[config.mk]
export PLATFORM = sky130hd
export DESIGN_NAME = chromaQuadDemod
export DESIGN_NICKNAME = d
export VERILOG_FILES = /design/src/rtl/chromaDemodPkg.sv /design/src/rtl/chromaDtoCtrl.sv /design/src/rtl/chromaMixPath.sv /design/src/rtl/chromaQuadDemod.sv
export SDC_FILE = /design/constraint.sdc
export NUM_CORES = 1
export LEC_CHECK = 0
export ABC_AREA = 1
export BUFFER_PORTS_ARGS = -buffer_cell sky130_fd_sc_hd__buf_4
export CAP_MARGIN = 40
export CORE_MARGIN = 5
export CORE_UTILIZATION = 66
export CTS_CLUSTER_SIZE = 10
export DETAILED_ROUTE_END_ITERATION = 12
export PLACE_DENSITY = 0.84
export RECOVER_POWER = 25
export SLEW_MARGIN = 10
export SYNTH_ARGS = -nofsm -noshare
export SYNTH_HDL_FRONTEND = slang
export SYNTH_SLANG_ARGS = --single-unit
[constraint.sdc]
create_clock -name clk -period 11.63 [get_ports clk]
set_input_delay 1.7445 -clock clk [delete_from_list [all_inputs] [get_ports clk]]
set_output_delay 1.7445 -clock clk [all_outputs]
set_load 0.02 [all_outputs]
[src/rtl/chromaDemodPkg.sv]
package chromaDemodPkg;

  // Colour standard codes on stdSel; code 3 falls back to the PAL step.
  typedef enum logic [1:0] {
    STD_PAL   = 2'd0,
    STD_NTSC  = 2'd1,
    STD_SECAM = 2'd2,
    STD_ALT   = 2'd3
  } colorStd_e;

  // Strobes from the oscillator control to the mixing datapath.
  typedef struct packed {
    logic take;     // sample accepted this cycle
    logic slotV;    // sample belongs to the V slot
    logic mixOnly;  // down-mix with the in-phase wave only
  } demodCtl_t;

endpackage

[src/rtl/chromaDtoCtrl.sv]
module chromaDtoCtrl
  import chromaDemodPkg::*;
#(
  parameter int          PHASE_W   = 24,
  parameter int          OFF_W     = 8,
  parameter int unsigned PAL_INC   = 5509888,
  parameter int unsigned NTSC_INC  = 4448530,
  parameter int unsigned SECAM_INC = 5326580
) (
  input  logic               clk,
  input  logic               rstN,
  input  logic               inValid,
  input  logic [1:0]         stdSel,
  input  logic [OFF_W-1:0]   phaseOff,
  output demodCtl_t          ctl,
  output logic [PHASE_W-1:0] refPhase
);

  localparam int LOW_W = PHASE_W - OFF_W;

  colorStd_e          stdNow;
  logic [PHASE_W-1:0] phaseAcc;
  logic [PHASE_W-1:0] phaseStep;
  logic               slotV;

  assign stdNow = colorStd_e'(stdSel);

  always_comb begin
    case (stdNow)
      STD_NTSC:  phaseStep = PHASE_W'(NTSC_INC);
      STD_SECAM: phaseStep = PHASE_W'(SECAM_INC);
      default:   phaseStep = PHASE_W'(PAL_INC);
    endcase
  end

  // Offset rotates the references only; the accumulator never sees it.
  assign refPhase = phaseAcc + {phaseOff, {LOW_W{1'b0}}};

  assign ctl.take    = inValid;
  assign ctl.slotV   = slotV;
  assign ctl.mixOnly = (stdNow == STD_SECAM);

  always_ff @(posedge clk) begin
    if (!rstN) begin
      phaseAcc <= '0;
      slotV    <= 1'b0;
    end else if (inValid) begin
      phaseAcc <= phaseAcc + phaseStep;
      slotV    <= ~slotV;
    end
  end

endmodule

[src/rtl/chromaMixPath.sv]
module chromaMixPath
  import chromaDemodPkg::*;
#(
  parameter int DATA_W  = 8,
  parameter int PHASE_W = 24,
  parameter int LUT_W   = 6
) (
  input  logic               clk,
  input  logic               rstN,
  input  demodCtl_t          ctl,
  input  logic [PHASE_W-1:0] refPhase,
  input  logic [DATA_W-1:0]  inSample,
  output logic               outValid,
  output logic               outSel,
  output logic [DATA_W-1:0]  outData
);

  localparam int N_PTS     = 1 << LUT_W;
  localparam int PROD_W    = 2 * DATA_W;
  localparam int RND_SHIFT = DATA_W - 1;
  localparam int AMP       = (1 << (DATA_W - 1)) - 1;
  localparam logic [PHASE_W-1:0] QUARTER = {2'b01, {(PHASE_W-2){1'b0}}};
  localparam logic signed [PROD_W-1:0] HALF_LSB = PROD_W'(1) << (RND_SHIFT - 1);

  typedef logic [N_PTS:0][DATA_W-1:0] sinTab_t;

  // Odd power series, accurate far below one LSB over [0, pi/2].
  function automatic real sinSeries(input real x);
    real term;
    real acc;
    term = x;
    acc  = x;
    for (int k = 1; k < 8; k++) begin
      term = -term * x * x / real'((2 * k) * (2 * k + 1));
      acc  = acc + term;
    end
    return acc;
  endfunction

  // Quarter wave plus its end point, so a quarter turn reads full scale.
  function automatic sinTab_t buildTab();
    sinTab_t t;
    for (int i = 0; i <= N_PTS; i++) begin
      t[i] = DATA_W'(int'(real'(AMP) * sinSeries(1.5707963267948966 * real'(i) / real'(N_PTS))));
    end
    return t;
  endfunction

  localparam sinTab_t SIN_TAB = buildTab();

  function automatic logic signed [DATA_W-1:0] waveAt(input logic [PHASE_W-1:0] ph);
    logic [1:0]        quad;
    logic [LUT_W:0]    idx;
    logic [LUT_W:0]    pos;
    logic [DATA_W-1:0] mag;
    quad = ph[PHASE_W-1 -: 2];
    idx  = {1'b0, ph[PHASE_W-3 -: LUT_W]};
    pos  = quad[0] ? ((LUT_W+1)'(N_PTS) - idx) : idx;
    mag  = SIN_TAB[pos];
    return quad[1] ? -$signed(mag) : $signed(mag);
  endfunction

  logic signed [DATA_W-1:0] rndArm [2];

  // Arm 0: sine reference, arm 1: cosine reference (quarter turn ahead).
  for (genvar g = 0; g < 2; g++) begin : g_arm
    logic [PHASE_W-1:0]       armPhase;
    logic signed [DATA_W-1:0] armRef;
    logic signed [PROD_W-1:0] armProd;
    logic signed [PROD_W-1:0] armBiased;

    assign armPhase  = refPhase + ((g == 0) ? '0 : QUARTER);
    assign armRef    = waveAt(armPhase);
    assign armProd   = PROD_W'($signed(inSample)) * PROD_W'(armRef);
    assign armBiased = armProd + HALF_LSB;
    assign rndArm[g] = DATA_W'(armBiased >>> RND_SHIFT);
  end

  logic signed [DATA_W-1:0] picked;
  assign picked = (ctl.mixOnly || ctl.slotV) ? rndArm[1] : rndArm[0];

  // Stage 1: rounded product of the active slot.
  logic              p1Valid;
  logic              p1Sel;
  logic [DATA_W-1:0] p1Val;

  always_ff @(posedge clk) begin
    if (!rstN) begin
      p1Valid <= 1'b0;
      p1Sel   <= 1'b0;
      p1Val   <= '0;
    end else begin
      p1Valid <= ctl.take;
      if (ctl.take) begin
        p1Sel <= ctl.slotV;
        p1Val <= picked;
      end
    end
  end

  // Stage 2: two-tap average against the same slot's previous product.
  logic [DATA_W-1:0] slotHist [2];
  logic [DATA_W:0]   avgSum;
  logic [DATA_W-1:0] avgVal;

  assign avgSum = (DATA_W+1)'($signed(p1Val)) + (DATA_W+1)'($signed(slotHist[p1Sel])) + (DATA_W+1)'(1);
  assign avgVal = DATA_W'(avgSum >> 1);

  always_ff @(posedge clk) begin
    if (!rstN) begin
      outValid    <= 1'b0;
      outSel      <= 1'b0;
      outData     <= '0;
      slotHist[0] <= '0;
      slotHist[1] <= '0;
    end else begin
      outValid <= p1Valid;
      if (p1Valid) begin
        outSel          <= p1Sel;
        outData         <= avgVal;
        slotHist[p1Sel] <= p1Val;
      end
    end
  end

endmodule

[src/rtl/chromaQuadDemod.sv]
module chromaQuadDemod
  import chromaDemodPkg::*;
#(
  parameter int          DATA_W    = 8,
  parameter int          PHASE_W   = 24,
  parameter int          OFF_W     = 8,
  parameter int          LUT_W     = 6,
  parameter int unsigned PAL_INC   = 5509888,
  parameter int unsigned NTSC_INC  = 4448530,
  parameter int unsigned SECAM_INC = 5326580
) (
  input  logic              clk,
  input  logic              rstN,
  input  logic              inValid,
  input  logic [DATA_W-1:0] inSample,
  input  logic [1:0]        stdSel,
  input  logic [OFF_W-1:0]  phaseOff,
  output logic              outValid,
  output logic              outSel,
  output logic [DATA_W-1:0] outData
);

  demodCtl_t          ctl;
  logic [PHASE_W-1:0] refPhase;

  chromaDtoCtrl #(
    .PHASE_W  (PHASE_W),
    .OFF_W    (OFF_W),
    .PAL_INC  (PAL_INC),
    .NTSC_INC (NTSC_INC),
    .SECAM_INC(SECAM_INC)
  ) u_ctrl (
    .clk     (clk),
    .rstN    (rstN),
    .inValid (inValid),
    .stdSel  (stdSel),
    .phaseOff(phaseOff),
    .ctl     (ctl),
    .refPhase(refPhase)
  );

  chromaMixPath #(
    .DATA_W (DATA_W),
    .PHASE_W(PHASE_W),
    .LUT_W  (LUT_W)
  ) u_path (
    .clk     (clk),
    .rstN    (rstN),
    .ctl     (ctl),
    .refPhase(refPhase),
    .inSample(inSample),
    .outValid(outValid),
    .outSel  (outSel),
    .outData (outData)
  );

endmodule

==> results of run 1 <==
==> placed cells by master, fill, tap and decap left out, types with 3 or more instances in the layout <==
cell type / count
a21oi_1: 57
clkinv_1: 5
nor2_1: 206
o211ai_1: 4
nand4_1: 7
clkbuf_1: 7
inv_2: 6
nand3_2: 12
nor2_4: 3
nand2_2: 25
xnor2_1: 12
nor3_1: 16
nand2_4: 12
nor2_2: 7
dfxtp_1: 45
fa_1: 105
nand3_1: 88
edfxtp_1: 16
o31ai_1: 3
clkinvlp_4: 3
inv_1: 308
or2_2: 4
buf_4: 24
a31oi_1: 4
o21ai_0: 58
o32ai_1: 4
clkbuf_16: 9
o21a_1: 3
o21ai_1: 9
xor2_1: 21
nand2_1: 315
a21oi_2: 3
ha_1: 98
==> worst min-delay path, stage by stage, from the launching register on <==
cell and delay [ns]:
dfxtp_1 0.31, inv_1 0.05, o2bb2ai_1 0.06
==> area by class of cell <==
type / count / area, um2
clock buffers: 9 / 225.2
clock inverters: 7 / 75.07
fillers: 1337 / 4613
inverters: 319 / 1197
multi-input cells: 1105 / 7716
flip-flops and latches: 61 / 1381
well taps: 216 / 270.3
repair buffers: 32 / 234.0
==> metrics by stage <==
step                      area, um2  utilization  setup slack [ns]
after CTS                     11130       0.7081             2.024
after global routing          11100       0.7064             1.193
after detailed placement      10830       0.6890             1.700
after global placement        10790       0.6867             1.833
final                         11100       0.7064             1.887
after floorplan               10490            -             2.870
==> cell families (layout without fill, tap and decap cells) <==
family	count (synthesis)	in the layout	synth area share
buffers and inverters	350	367	0.1328
and+or+nand+nor	709	709	0.3019
DFF	61	61	0.1317
xor gates and xnor gates	34	34	0.02910
adders and majority gates	203	203	0.3173
AOI/OAI and AO/OA	159	159	0.08731
==> sequential cells by signal, indices dropped and copies added (netlist names), named ones only <==
name             flops
u_ctrl.phaseAcc     23
u_path.slotHist     16
u_path.outData       8
u_path.p1Val         8
u_ctrl.slotV         1
u_path.outSel        1
u_path.outValid      1
u_path.p1Sel         1
u_path.p1Valid       1
==> metal layers <==
metal  share of wire  up-vias  wire length (um)  track usage
li1                -     4692                 -            -
met1            0.43     4391             10550       0.3736
met2            0.48      297             11900       0.4725
met3           0.063       59              1544      0.05033
met4           0.027        0               654      0.07895
met5               0        -                 0            0
==> how the worst max path moves through the flow <==
| stage | slack (ns) | cells after the start | start | endpoint |
|---|---|---|---|---|
| after floorplan | 2.87 | 47 | phaseOff[0] | u_path.p1Val[6] |
| after global placement | 1.83 | 43 | phaseOff[0] | u_path.p1Val[6] |
| after detailed placement | 1.70 | 43 | phaseOff[0] | u_path.p1Val[6] |
| after CTS | 2.02 | 47 | phaseOff[0] | u_path.p1Val[6] |
| after global routing | 1.19 | 49 | phaseOff[0] | u_path.p1Val[6] |
| final | 1.89 | 49 | phaseOff[0] | u_path.p1Val[6] |
==> results.yml, run 1 <==
sta:
  worstMarginPinSlew_ns: 1.566
  hold_viol: 0
  slew_viol_final: 37
  max_freq_ghz: 0.1026
  post-route-min-period_ns: 9.743
  max_slew_margin: -0.04383
  rsz_0062_raised_after_global_routing: "no"
  setup_tns_ns: 0
  final-setup-viol-count: 0
  min_period_over_period: 0.8378
  timing.clock.skew_ns: 0.005784
  hold-worst-slack_ns: 0.4573
finish:
  syn_to_final_growth_pct: 5.809
  final_layout_size_suffix_gt1_frac: 0.07958
  layoutNonFillerInstCount: 1749
  antennaDiodeCount: 0
  final_nets: 1752
clock_network:
  clkSinkCount: 61
  post-cts-setup-buffer-count: 0
  postCtsResizedCells: 0
  ctsRootBufferMaster: "clkbuf_16"
  cts_inserted_buffers: 9
  maximum_level_of_the_cts_h_tree: 3
  tritoncts: "built"
  ctsLongestPathBuffers: 2
  worst_skew_pair.late_latency_ns: 0.34
  cts.clk_slew.worst_paths_ns: 0.06
  holdBufCountCts: 0
floorplanning:
  initial_utilization: 0.6676
  placement_rows: 46
  die_h_um: 136.1
  dieArea_um2: 18520
  dieWidth_um: 136.1
  design.core.area_um2: 15710
  design.portCount: 31
status:
  failed_checks: "max-capacitance violations, max-slew violations"
  status: "finished, violations left"
synthesis:
  yosysMostFrequentCell: "nand2_1"
  synth-async-reset-ratio: 0
  number_of_synthesized_flops_with_an_enable_pin: 16
  synth_area_leaders: "fa_1 (20%), ha_1 (12%), nand2_1 (11%)"
  synth.top_cell.area_share: 0.2004
  synth_seq_area_share: 0.1317
  netlist_area_um2: 10490
  syn_inst: 1516
  ys_ff_latch: 61
  synthFlopType: "dfxtp_1"
  yosys_warnings: 0
  post_synth_most_frequent_cells: "nand2_1 (315), inv_1 (308), nor2_1 (206), fa_1 (105), ha_1 (98)"
  post_synth_top_area_cell: "fa_1"
  netlist-cell-type-count: 54
  synthesis.area_per_instance_um2: 6.920
  syn-num-nets: 1740
routing:
  wl_mm: 24.65
  drt-initial-drc-count: 686
  mean_routed_wirelength_per_cell_um: 14.09
  firstDrtPassIters: 5
  route.antenna.remaining_nets: 0
  post-route-drc-count: 0
  routed-via-count: 9439
  avgViaCountPerCell: 5.397
worst_setup_path:
  crit_path_max_incr_delay_ns: 0.58
  regToRegSetupSlack_ns: 3.05
  cpMostUsedCell: "nand2_1"
  critPathLaunchType: "input port"
  rr_endpoint: "u_path.p1Val[6]"
  timing.critical_path.to_type: "flip-flop"
  critPathMaxFanout: 14
  cp.arrival_ns: 10.03
  ff2ff_path_depth: 48
  crit-reg2reg-launch: "u_ctrl.phaseAcc[16]"
  worst_ep_required_time_ns: 11.91
  worst_path_dominant_cell_family: "adder cells"
  worstSetupPathType: "in -> reg"
  worstPathBufferInverterCount: 9
  critical-path-slowest-cell: "ha_1"
place:
  dp.cells: 1733
  place.port_buffers: 30
  hpwl_mm: 19.63
  gp_congestion: 0.9110
worst_hold_path:
  worstHoldPathCells: 2
  worst_hold_startpoint: "u_path.outData[3]"
  hp-class: "reg -> reg"
  min_delay_worst_endpoint: "u_path.outData[3]"
global_routing:
  vias_in_the_first_global_route: 9300
  antenna_found_initial: 0
  grt_pass1_wl_mm: 42.78
  globalRouteTotalUtil: 0.2811
  grt_max_degree: 37
  grt_overflow_total: 0
run:
  maxCapViolations: 1
Power of run 1 is left out: the tool's default activity adds up to more than one toggle a clock period on the data nets, which glitch-free logic cannot reach.
==> run 2: changes to the inputs <==
--- a/config.mk
+++ b/config.mk
@@ -9,10 +9,10 @@
 export BUFFER_PORTS_ARGS = -buffer_cell sky130_fd_sc_hd__buf_4
 export CAP_MARGIN = 40
 export CORE_MARGIN = 5
-export CORE_UTILIZATION = 66
+export CORE_UTILIZATION = 59
 export CTS_CLUSTER_SIZE = 10
 export DETAILED_ROUTE_END_ITERATION = 12
-export PLACE_DENSITY = 0.84
+export PLACE_DENSITY = 0.79
 export RECOVER_POWER = 25
 export SLEW_MARGIN = 10
 export SYNTH_ARGS = -nofsm -noshare
==> constraint.sdc (replaced) <==
create_clock -name clk -period 8.5 [get_ports clk]
set_input_delay 1.275 -clock clk [delete_from_list [all_inputs] [get_ports clk]]
set_output_delay 1.275 -clock clk [all_outputs]
set_load 0.02 [all_outputs]
==> run 2 against run 1 <==
  * The flow now finishes without violations
  * Register-to-register slack got worse by 2.1 ns
  * First-iteration DRC count rose by 4.8%
  * Worst setup slack worse by 1.6 ns
  * Wire length rose by 4.8%
  * Final cell count grew 6.6%
  * Largest cell class unchanged
  * Non-clock buffer count increased by 106
  * Sequential share of layout area is 1.3 points lower
  * Die area up 11%
  * Highest routed layer unchanged
==> results.yml, run 2 (synthesized netlist as in run 1, its figures left out) <==
sta:
  max_freq_ghz: 0.1219
  min_period_over_period: 0.9651
  max_slew_margin: 0.5948
  final-setup-viol-count: 0
  timing.clock.skew_ns: 0.004543
  hold_viol: 0
  slew_viol_final: 0
  post-route-min-period_ns: 8.204
  worstMarginPinSlew_ns: 0.6079
  hold-worst-slack_ns: 0.4522
routing:
  routed-via-count: 9940
  post-route-drc-count: 0
  drt-initial-drc-count: 719
  route.antenna.remaining_nets: 0
  firstDrtPassIters: 5
  wl_mm: 25.83
  mean_routed_wirelength_per_cell_um: 13.86
  avgViaCountPerCell: 5.333
floorplanning:
  dieArea_um2: 20550
  design.core.area_um2: 17360
  placement_rows: 48
  dieWidth_um: 143.3
  die_h_um: 143.3
  initial_utilization: 0.6044
  design.portCount: 31
finish:
  antennaDiodeCount: 0
  max_flop_register: "u_ctrl.phaseAcc"
  mostFrequentLayoutCell: "inv_1"
  final_nets: 1858
  number_of_flip_flops_under_the_largest_register_name: 23
  syn_to_final_growth_pct: 17.82
  final_layout_size_suffix_gt1_frac: 0.1928
  largestRegisters: "u_ctrl.phaseAcc x23, u_path.slotHist x16"
  n_fill_cell: 1403
  layout_utilization: 0.7121
  layoutNonFillerInstCount: 1864
  layout.cells.most_common_list: "inv_1 (297), nand2_1 (296), nor2_1 (183), buf_4 (121), fa_1 (103)"
status:
  status: "finished clean"
place:
  gp_congestion: 0.9129
  hpwl_mm: 20.07
  place.port_buffers: 30
  dp.cells: 1834
worst_setup_path:
  critPathLaunchType: "input port"
  critPathMaxFanout: 4
  timing.critical_path.to_type: "flip-flop"
  worstSetupPathType: "in -> reg"
  cp.arrival_ns: 8.43
  critical-path-slowest-cell: "fa_2"
  worst_ep_required_time_ns: 8.72
  crit_path_max_incr_delay_ns: 0.59
clock_network:
  tritoncts: "built"
  holdBufCountCts: 0
  cts.clk_slew.worst_paths_ns: 0.06
  ctsLongestPathBuffers: 2
  worst_skew_pair.late_latency_ns: 0.33
  cts_inserted_buffers: 9
  clkSinkCount: 61
  maximum_level_of_the_cts_h_tree: 3
  ctsRootBufferMaster: "clkbuf_16"
global_routing:
  grt_overflow_total: 0
  grt_max_degree: 37
  globalRouteTotalUtil: 0.2556
  grt_pass1_wl_mm: 43.59
  antenna_found_initial: 0
  vias_in_the_first_global_route: 9563
worst_hold_path:
  hp-class: "reg -> reg"
run:
  maxCapViolations: 0
## run 2: cell count changes in the layout (fill, tap and decap cells not counted), sizes merged
cell / delta
buf: +103
clkbuf: +3
## run 2: metrics by stage
| step | setup WS [ns] | instance area (um2) | setup TNS, ns |
|---|---|---|---|
| 2_1_floorplan | 0.2093 | 10490 | 0 |
| 3_3_place_gp | -0.08074 | 11490 | -0.08074 |
| 3_5_place_dp | -0.2760 | 11530 | -0.5324 |
| 4_1_cts | 0.07091 | 11840 | 0 |
| 5_1_grt | -0.1479 | 12360 | -0.1928 |
| 6_report | 0.2965 | 12360 | 0 |
## run 2: timing repair
action,in CTS,in global routing
setup endpoints to repair,0,5
resized for setup,0,121
setup buffers,0,14
## run 2: layout make-up
class	instances	area [um2]	share of cell area
multi-input cells	1105	8143	0.6588
flip-flops and latches	61	1381	0.1118
inverters	319	1200	0.09708
repair buffers	138	1054	0.08524
well taps	225	281.5	0.02278
clock buffers	9	225.2	0.01822
clock inverters	7	75.07	0.006074
## run 2: path summary, 6_finish.rpt
path | endpoint | slack [ns] | from | depth (start not counted)
setup / recovery | u_path.p1Val[6] | 0.30 | phaseOff[0] | 46
hold / removal | u_path.outData[3] | 0.45 | u_path.outData[3] | 2
setup reg to reg | u_path.p1Val[6] | 0.99 | u_ctrl.phaseAcc[16] | 45
hold reg to reg | u_path.outData[3] | 0.45 | u_path.outData[3] | 2
## run 2: critical path, delay by kind of cell
| family | cells | cell delay, ns |
|---|---|---|
| simple gates | 21 | 2.03 |
| compound gates | 6 | 0.66 |
| fa+ha+maj | 10 | 3.87 |
| buf+inv | 9 | 0.60 |
## run 2: layer usage
metal | up-vias | wire (um) | global-route usage
met3 | 45 | 1477 | 0.03661
met2 | 300 | 13070 | 0.4528
li1 | 4906 | - | -
met4 | 0 | 469 | 0.05203
met5 | - | 0 | 0
met1 | 4689 | 10820 | 0.3357
Power of run 2 is left out for the same reason.
==> run 3: changes to the inputs <==
--- a/config.mk
+++ b/config.mk
@@ -9,10 +9,10 @@
 export BUFFER_PORTS_ARGS = -buffer_cell sky130_fd_sc_hd__buf_4
 export CAP_MARGIN = 40
 export CORE_MARGIN = 5
-export CORE_UTILIZATION = 59
+export CORE_UTILIZATION = 50
 export CTS_CLUSTER_SIZE = 10
 export DETAILED_ROUTE_END_ITERATION = 12
-export PLACE_DENSITY = 0.79
+export PLACE_DENSITY = 0.69
 export RECOVER_POWER = 25
 export SLEW_MARGIN = 10
 export SYNTH_ARGS = -nofsm -noshare
==> run 3 against run 2 <==
  * First-iteration DRC count decreased by 19%
  * Worst hold slack better by 0.0025 ns
  * Wire length down 0.54%
  * Non-clock buffer count rose by 9
  * Final cell count is 3.2% higher
  * Flip-flop and latch count is the same
  * Global-route usage down 4.0 points
  * Clock skew fell by 0.0013 ns
  * Critical path type unchanged
  * Largest cell class unchanged
==> results.yml, run 3 (synthesized netlist as in run 1, its figures left out) <==
floorplanning:
  placement_rows: 53
  design.core.area_um2: 20820
  initial_utilization: 0.5038
  dieWidth_um: 154.8
  die_h_um: 154.8
  dieArea_um2: 23980
  design.portCount: 31
sta:
  worstMarginPinSlew_ns: 0.5758
  min_period_over_period: 0.9680
  slew_viol_final: 0
  max_slew_margin: 0.6161
  hold_viol: 0
  hold-worst-slack_ns: 0.4547
  setup_tns_ns: 0
  final-setup-viol-count: 0
  postLayoutSetupSlackWorst_ns: 0.2718
  timing.clock.skew_ns: 0.003266
  post-route-min-period_ns: 8.228
  max_freq_ghz: 0.1215
clock_network:
  maximum_level_of_the_cts_h_tree: 3
  ctsLongestPathBuffers: 2
  holdBufCountCts: 0
  worst_skew_pair.late_latency_ns: 0.33
  ctsRootBufferMaster: "clkbuf_16"
  clkSinkCount: 61
  cts_inserted_buffers: 9
  cts.clk_slew.worst_paths_ns: 0.06
  tritoncts: "built"
status:
  status: "finished clean"
global_routing:
  vias_in_the_first_global_route: 9404
  globalRouteTotalUtil: 0.2158
  grt_pass1_wl_mm: 43.24
  antenna_found_initial: 0
  grt_max_degree: 37
  grt_overflow_total: 0
worst_setup_path:
  timing.critical_path.to_type: "flip-flop"
  worstPathBufferInverterCount: 13
  worstSetupPathType: "in -> reg"
  critPathMaxFanout: 7
  worst_path_dominant_cell_family: "adder cells"
  cpMostUsedCell: "nor2_2"
  cp.arrival_ns: 8.51
  worst_ep_required_time_ns: 8.78
  crit_path_max_incr_delay_ns: 0.55
  critical-path-slowest-cell: "fa_1"
  critPathLaunchType: "input port"
finish:
  max_flop_register: "u_ctrl.phaseAcc"
  mostFrequentLayoutCell: "inv_1"
  largestRegisters: "u_ctrl.phaseAcc x23, u_path.slotHist x16"
  antennaDiodeCount: 0
  n_fill_cell: 1998
  syn_to_final_growth_pct: 18.63
  number_of_flip_flops_under_the_largest_register_name: 23
  final_layout_size_suffix_gt1_frac: 0.1922
  final_nets: 1868
  layout.cells.most_common_list: "inv_1 (298), nand2_1 (295), nor2_1 (187), buf_4 (132), fa_1 (103)"
routing:
  met3RoutedLength_mm: 1.207
  wl_met1_mm: 11.18
  routed-via-count: 9687
  mean_routed_wirelength_per_cell_um: 13.35
  route.antenna.remaining_nets: 0
  met2_length_mm: 12.98
  firstDrtPassIters: 7
  avgViaCountPerCell: 5.035
  wl_mm: 25.69
  drt-initial-drc-count: 581
  post-route-drc-count: 0
  maxUsedRoutingLayer: "met4"
place:
  pre_cts_ws_ns: -0.2928
  hpwl_mm: 20.45
  gp_congestion: 0.9032
  place.port_buffers: 30
run:
  maxCapViolations: 0
worst_hold_path:
  hp-class: "reg -> reg"
run 3: changes by cell type in the layout (fill, tap and decap cells not counted), moves of 2 or more:
| cell | delta |
|---|---|
| a21oi_1 | +3 |
| a21oi_2 | -2 |
| buf_4 | +11 |
| clkinvlp_4 | -2 |
| nand3_1 | -2 |
| nand3_2 | +4 |
| nand3_4 | -2 |
| nor2_1 | +4 |
| nor2_4 | -3 |
| o2111ai_1 | +2 |
| o2111ai_2 | -2 |
run 3: worst min-delay path, stage by stage, from the launching register on:
cell,delay (ns)
dfxtp_1,0.30
inv_1,0.05
o2bb2ai_1,0.06
run 3: through the flow:
| stage | utilization | std cells | area (um2) |
|---|---|---|---|
| 2_1_floorplan | - | 1516 | 10490 |
| 3_3_place_gp | 0.5567 | 1887 | 11590 |
| 3_5_place_dp | 0.5582 | 1889 | 11620 |
| 4_1_cts | 0.5733 | 1905 | 11940 |
| 5_1_grt | 0.5976 | 1924 | 12440 |
| 6_report | 0.5976 | 1924 | 12440 |
run 3: timing repair:
item | CTS | global route
endpoints found under the setup margin | 0 | 6
setup buffers | 0 | 18
resized for setup | 0 | 107
run 3: cell type report:
cell class,count,area [um2],area share
sequential,61,1381,0.1110
tap,275,344.1,0.02765
clock inverter,7,90.09,0.007239
timing repair buffer,147,1092,0.08777
clock buffer,9,225.2,0.01810
inverter,319,1200,0.09642
multi-input combinational,1106,8112,0.6518
run 3: worst paths after layout:
kind / start / endpoint / slack [ns] / cells after the start
worst max-delay path: phaseOff[0] / u_path.p1Val[6] / 0.27 / 49
worst min-delay path: u_path.outData[3] / u_path.outData[3] / 0.45 / 2
worst max register to register: u_ctrl.phaseAcc[16] / u_path.p1Val[6] / 0.96 / 48
worst min register to register: u_path.outData[3] / u_path.outData[3] / 0.45 / 2
run 3: metal layers:
metal | GRT usage | up-vias
met3 | 0.02966 | 33
met4 | 0.03322 | 0
li1 | - | 4927
met2 | 0.3879 | 214
met1 | 0.2821 | 4513
met5 | 0 | -
Power of run 3 is left out for the same reason.
